--- config.mk ---
export PLATFORM = sky130hd
export DESIGN_NAME = flash_protect_gate
export DESIGN_NICKNAME = d
export VERILOG_FILES = /design/src/rtl/flash_protect_gate.sv
export SDC_FILE = /design/constraint.sdc
export NUM_CORES = 1
export LEC_CHECK = 0
export ABC_AREA = 0
export ABC_CLOCK_PERIOD_IN_PS = 2000
export BUFFER_PORTS_ARGS = -buffer_cell sky130_fd_sc_hd__buf_2
export CAP_MARGIN = 10
export CORE_ASPECT_RATIO = 0.75
export CORE_MARGIN = 2
export CORE_UTILIZATION = 46
export CTS_BUF_LIST = sky130_fd_sc_hd__clkbuf_16
export DETAILED_ROUTE_END_ITERATION = 10
export GPL_TIMING_DRIVEN = 1
export PLACE_DENSITY = 0.8
export SLEW_MARGIN = 25
export SYNTH_ARGS = -nofsm -noshare
export SYNTH_HDL_FRONTEND = slang
export SYNTH_SLANG_ARGS = --single-unit
--- constraint.sdc ---
create_clock -name clk -period 2 [get_ports clk]
set_input_delay 0.3 -clock clk [delete_from_list [all_inputs] [get_ports clk]]
set_output_delay 0.3 -clock clk [all_outputs]
set_load 0.005 [all_outputs]
--- src/rtl/flash_protect_gate.sv ---
module flash_protect_gate #(
  parameter int ADDR_W = 16,
  parameter int PROT_W = 8,
  parameter int PAGE_W = 6,
  parameter logic [ADDR_W-1:0] PROT_ADDR = 16'hFF7E,
  parameter logic [PROT_W-1:0] BLANK = '1
) (
  input  logic              clk,
  input  logic              rst_n,
  input  logic              ctl_wr,
  input  logic [3:0]        ctl_wdata,
  input  logic              tgt_wr,
  input  logic [ADDR_W-1:0] tgt_wdata,
  input  logic              prot_rd,
  input  logic              bypass,
  input  logic              op_done,
  input  logic [PROT_W-1:0] op_data,
  output logic              pgm,
  output logic              erase,
  output logic              mass,
  output logic              hven,
  output logic              reject,
  output logic [ADDR_W-1:0] op_addr,
  output logic [PROT_W-1:0] prot_val,
  output logic [ADDR_W-1:0] prot_start
);
  localparam int TOP_W = ADDR_W - PROT_W - PAGE_W;
  localparam int PAGE_HI = ADDR_W - PAGE_W;

  logic [PROT_W-1:0] prot_q = BLANK;
  logic              pgm_q, erase_q, mass_q, hven_q, rej_q, rd_ok_q;
  logic [ADDR_W-1:0] tgt_q;

  logic w_pgm, w_erase, w_mass, w_hven;
  assign w_pgm   = ctl_wdata[0];
  assign w_erase = ctl_wdata[1];
  assign w_mass  = ctl_wdata[2];
  assign w_hven  = ctl_wdata[3];

  assign prot_start = {{TOP_W{1'b1}}, prot_q, {PAGE_W{1'b0}}};

  logic prot_open, addr_hit, blocked, one_op, same_op, hven_ok, drop_op;
  assign prot_open = bypass | (&prot_q);
  // page erase: start is page-aligned, so a page reaches the region iff its base does
  assign addr_hit  = ~prot_open & (tgt_q >= prot_start);
  assign blocked   = (w_erase & w_mass) ? ~prot_open : addr_hit;
  assign one_op    = w_pgm ^ w_erase;
  assign same_op   = (w_pgm & pgm_q & ~erase_q) | (w_erase & erase_q & ~pgm_q);
  assign hven_ok   = w_hven & one_op & same_op & rd_ok_q & ~blocked;
  assign drop_op   = ctl_wr & ((pgm_q & ~w_pgm) | (erase_q & ~w_erase));

  always_ff @(posedge clk) begin
    if (!rst_n) begin
      pgm_q   <= 1'b0;
      erase_q <= 1'b0;
      mass_q  <= 1'b0;
      hven_q  <= 1'b0;
      rej_q   <= 1'b0;
    end else begin
      rej_q <= ctl_wr & w_hven & ~hven_ok;
      if (ctl_wr) begin
        pgm_q   <= w_pgm;
        erase_q <= w_erase;
        mass_q  <= w_mass;
        hven_q  <= hven_ok;
      end
    end
  end

  always_ff @(posedge clk) begin
    if (!rst_n)                          rd_ok_q <= 1'b0;
    else if (drop_op)                    rd_ok_q <= 1'b0;
    else if (prot_rd && (pgm_q || erase_q)) rd_ok_q <= 1'b1;
  end

  always_ff @(posedge clk) begin
    if (!rst_n)                          tgt_q <= '0;
    else if (tgt_wr && !ctl_wr && !hven_q) tgt_q <= tgt_wdata;
  end

  logic prog_hit, erase_hit;
  assign prog_hit  = op_done & hven_q & pgm_q & (tgt_q == PROT_ADDR);
  assign erase_hit = op_done & hven_q & erase_q &
                     (mass_q | (tgt_q[ADDR_W-1:PAGE_W] == PROT_ADDR[ADDR_W-1:PAGE_W]));

  always_ff @(posedge clk) begin
    if (erase_hit)     prot_q <= BLANK;
    else if (prog_hit) prot_q <= prot_q & op_data;
  end

  assign pgm      = pgm_q;
  assign erase    = erase_q;
  assign mass     = mass_q;
  assign hven     = hven_q;
  assign reject   = rej_q;
  assign op_addr  = tgt_q;
  assign prot_val = prot_q;

  logic unused_hi;
  assign unused_hi = ^PAGE_HI;
endmodule


-- After elaboration in Yosys (flattened, before gate mapping)
Cells that the tools add are included.
- magnitude comparators: 1
- equal/unequal tests: 2
- multiplexer cells: 1
- bitwise gates (word level): 34
- reductions and logical operators: 8
- operators with widths (kind ; count):
    $and 1x1->1 ; 20
    $eq 16x16->1 const B ; 1
    $ge 16x16->1 ; 1
    $eq 10x10->1 const B ; 1
    $and 8x8->8 ; 1
    $not 1->1 ; 8
    $reduce_and 8->1 ; 1
    $or 1x1->1 ; 4
    $logic_and 1x1->1 ; 3
    $logic_not 1->1 ; 2
    $reduce_or 2->1 ; 1
    $logic_or 1x1->1 ; 1
    $mux 1 ; 1
    $xor 1x1->1 ; 1
- register bits after elaboration: 30
- input bits: 35
- output and inout port bits: 45
- logic and storage cells: 54

-- Longest topological paths before layout
- depth in word-level cells: 9
- mapped depth: 7

-- Worst setup path after synthesis
No wires, ideal clock.
- path type: register to register
- start: reg prot_q[1] (netlist: prot_val[1])
- end: reg rej_q (netlist: reject)
- setup time: 118 ps
- arrival: 1458 ps
- data required time: 1882 ps
- path slack: 425 ps
- cell stages (with the launch flop): 7
- buffers on the path: 0
- path through: dfxtp_1 > inv_1 > ha_1 > nor4bb_1 > a221oi_1 > o311ai_2 > o2111a_1
- longest elaborated chain between the ends: 9
- elaborated cells on any way between the ends: 10
- classes of those cells: order compare (1); mux (1); bitwise (7); reduce/logical (1)
- RTL lines (element ; line ; RTL):
    from (decl) ; 30 ; logic [PROT_W-1:0] prot_q = BLANK;
    from (signal assigned) ; 88 ; else if (prog_hit) prot_q <= prot_q & op_data;
    branches (longest 4 deep; another with $ge 16x16->1) ; n/a ;
    $mux 1 * ; 46 ; assign blocked = (w_erase & w_mass) ? ~prot_open : addr_hit;
    $not 1->1 * ; 49 ; assign hven_ok = w_hven & one_op & same_op & rd_ok_q & ~blocked;
    $and 1x1->1 * ; 49 ;
    $not 1->1 * ; 60 ; rej_q <= ctl_wr & w_hven & ~hven_ok;
    $and 1x1->1 * ; 60 ;
    to (signal assigned) ; 60 ;
    to (decl) ; 31 ; logic pgm_q, erase_q, mass_q, hven_q, rej_q, rd_ok_q;
Mark *: on every way between the ends.
A chain may end at the register's enable or synchronous reset.

-- Final worst setup path
- start: reg prot_q[7] (netlist: prot_val[7])
- end: reg rej_q (netlist: reject)
Same word-level chain as after synthesis.

==> flow_metrics.py <==
metrics = {
    "sta": {
        "timing.final.crit_share_pct": 82.7,
        "slew_headroom_pct": 61.8,
        "rsz0062_at_grt": "false",
        "tns_ps": 0,
        "finClkSkew_ps": 3.37,
        "worst_pin_slew_ps": 573,
        "drv_slew": 0,
        "fmax_mhz": 605,
        "fin_crit_ps": 1650,
        "hold_viol": 0,
        "setup_viol": 0,
    },
    "routing": {
        "vias": 1454,
        "drt-pass1-iter-count": 4,
        "ant_nets": 0,
        "wl_per_cell_um": 13.3,
        "drt_wl_total_mm": 3.80,
        "vias_per_cell": 5.08,
        "drt_iter0_markers": 58,
        "drc": 0,
    },
    "cells_and_area": {
        "layout_commonest_cell": "buf_2",
        "multiInputGateArea_um2": 860,
        "antenna_cells": 0,
        "fillers": 311,
        "seqCellArea_um2": 601,
        "nNetsFinal": 288,
        "layout-drive-gt1-share_pct": 34.1,
        "fin_util_pct": 61.3,
        "syn2layout_area_growth_pct": 25.2,
        "stdcell_count": 286,
        "final_cell_mix": "71 x buf_2, 34 x nand2_1, 30 x dfxtp_1",
        "post-route-cell-area_um2": 2040,
    },
    "critical_path": {
        "reg2reg_from": "prot_val[7]$_SDFFE_PP1P_",
        "start_kind": "register",
        "cp-end-kind": "register",
        "rrSetupSlack_ps": 350,
        "crit_type": "reg -> reg",
        "cp_max_fo": 5,
        "worstPathRequired_ps": 2160,
        "r2r_cells": 6,
        "r2r-end": "reject$_SDFF_PN0_",
        "worstPathArrival_ps": 1810,
        "crit_start": "prot_val[7]$_SDFFE_PP1P_",
    },
    "floorplan": {
        "start_util_pct": 49.0,
        "die_h_um": 55.6,
        "core_area_um2": 3330,
        "ios": 80,
        "rows": 18,
        "dieArea_um2": 4050,
        "die_w_um": 72.8,
    },
    "logic_synthesis": {
        "synthArstFlopShare_pct": 0,
        "ys_seq_elements": 30,
        "seq_area_frac_synth_pct": 36.8,
        "ys_warn_count": 0,
        "avgSynthCellArea_um2": 8.92,
        "synth.cell_area_um2": 1630,
        "netlist_instances": 183,
        "synth_ff_type": "dfxtp_1",
        "synth_edf_count": 0,
        "ys_types": 37,
    },
    "clock_network": {
        "clock-sinks": 30,
        "htreeDepth": 2,
        "root_buffer": "clkbuf_16",
        "cts_tree": "built",
        "postCtsSetupRepairBufs": 0,
        "clock_path_buffers": 2,
        "clk_latency_ps": 270,
        "cts_resized": 0,
        "clk_pin_slew_worst_paths_ps": 50,
        "cts_hold_buf": 0,
        "cts-buffers-inserted": 5,
    },
    "global_route": {
        "antenna_found_initial": 0,
        "overflow": 0,
        "track_usage_pct": 18.7,
        "grt_pass1_vias": 1290,
        "grt_start_max_net_pins": 23,
        "grt_pass1_wl_mm": 5.87,
    },
    "power": {
        "ir_drop_v": 0.000401,
        "p_leak_nw": 1.05,
        "power.total_mw": 1.61,
        "pwr_density_cell_nw_per_um2": 785,
    },
    "placement": {
        "dpl.hpwl_mm": 2.84,
        "io_buffer_count": 71,
        "place_inst": 278,
        "routabilityCongestion": 0.832,
        "placed_cell_area_um2": 1910,
    },
    "worst_hold_path": {
        "hold-path-cell-count": 3,
        "hp-class": "in -> reg",
        "hp-start": "tgt_wdata[5]",
        "hold_path_end": "op_addr[5]$_SDFFE_PN0P_",
    },
    "job": {
        "cap_violations": 0,
    },
    "status": {
        "outcome": "finished clean",
    },
}
## synth_stat cells, types with 2 or more instances
cell type / instances / area [um2]
inv_1: 11 / 41.3
o22ai_1: 2 / 12.5
clkbuf_1: 3 / 11.3
a21o_1: 9 / 67.6
nor2b_1: 3 / 18.8
buf_4: 19 / 143
conb_1: 2 / 7.51
and4bb_1: 2 / 25.0
nand2_1: 34 / 128
mux2i_1: 3 / 30.0
nand4_1: 7 / 43.8
a21boi_1: 17 / 128
dfxtp_1: 30 / 601
nand3b_1: 8 / 60.1
o21a_1: 2 / 15.0
ha_1: 8 / 100
a21oi_1: 3 / 15.0
## metal layers
metal,GRT usage [%],vias up,wire length [um]
li1,-,739,-
met1,26.3,642,1920
met2,27.0,66,1570
met3,5.43,7,249
met4,7.14,0,57
met5,0,-,0
## area by class of cell
cell class | instances | share of cell area (%)
clock buffers | 5 | 6.12
clock inverters | 3 | 0.612
inverters | 11 | 2.02
multi-input cells | 126 | 42.0
flip-flops and latches | 30 | 29.4
well taps | 40 | 2.45
repair buffers | 71 | 17.4
## registers in the layout, summed over array words and instances (netlist names)
| signal | count |
|---|---|
| op_addr | 16 |
| prot_val | 8 |
| erase | 1 |
| hven | 1 |
| mass | 1 |
| pgm | 1 |
| rd_ok_q | 1 |
| reject | 1 |
## power breakdown
part,leakage [nW],switching [mW],internal (mW),total [mW]
clock,0.0724,0.247,0.448,0.695
sequential,0.245,0.0431,0.638,0.681
combinational,0.731,0.108,0.122,0.230
total,1.05,0.398,1.21,1.61
## worst max-delay path, stage by stage, from the launching register on
cell      delay (ps)
dfxtp_1          380
inv_1             60
ha_1             290
a21o_1           190
a32oi_1          220
o311ai_2         150
o2111a_1         270
## how the worst max path moves through the flow
stage / endpoint / cells after the start
after CTS: reject$_SDFF_PN0_ / 6
final: reject$_SDFF_PN0_ / 6
after global routing: reject$_SDFF_PN0_ / 6
after global placement: reject$_SDFF_PN0_ / 6
after detailed placement: reject$_SDFF_PN0_ / 6
after floorplan: reject$_SDFF_PN0_ / 6
## metrics by stage
step / hold slack [ps] / worst slack [ps]
2_1_floorplan: 435 / 425
3_3_place_gp: 473 / 396
3_5_place_dp: 474 / 371
4_1_cts: 257 / 338
5_1_grt: 266 / 224
6_report: 256 / 346
## cell families after synthesis
kind of cell | synth area share, %
compound gates | 21.1
fa+ha+maj | 6.13
buf+inv | 12.0
flops | 36.8
mux | 1.84
other cells | 0.460
simple gates | 21.8
Note: power is estimated with default switching activity, not from simulation.
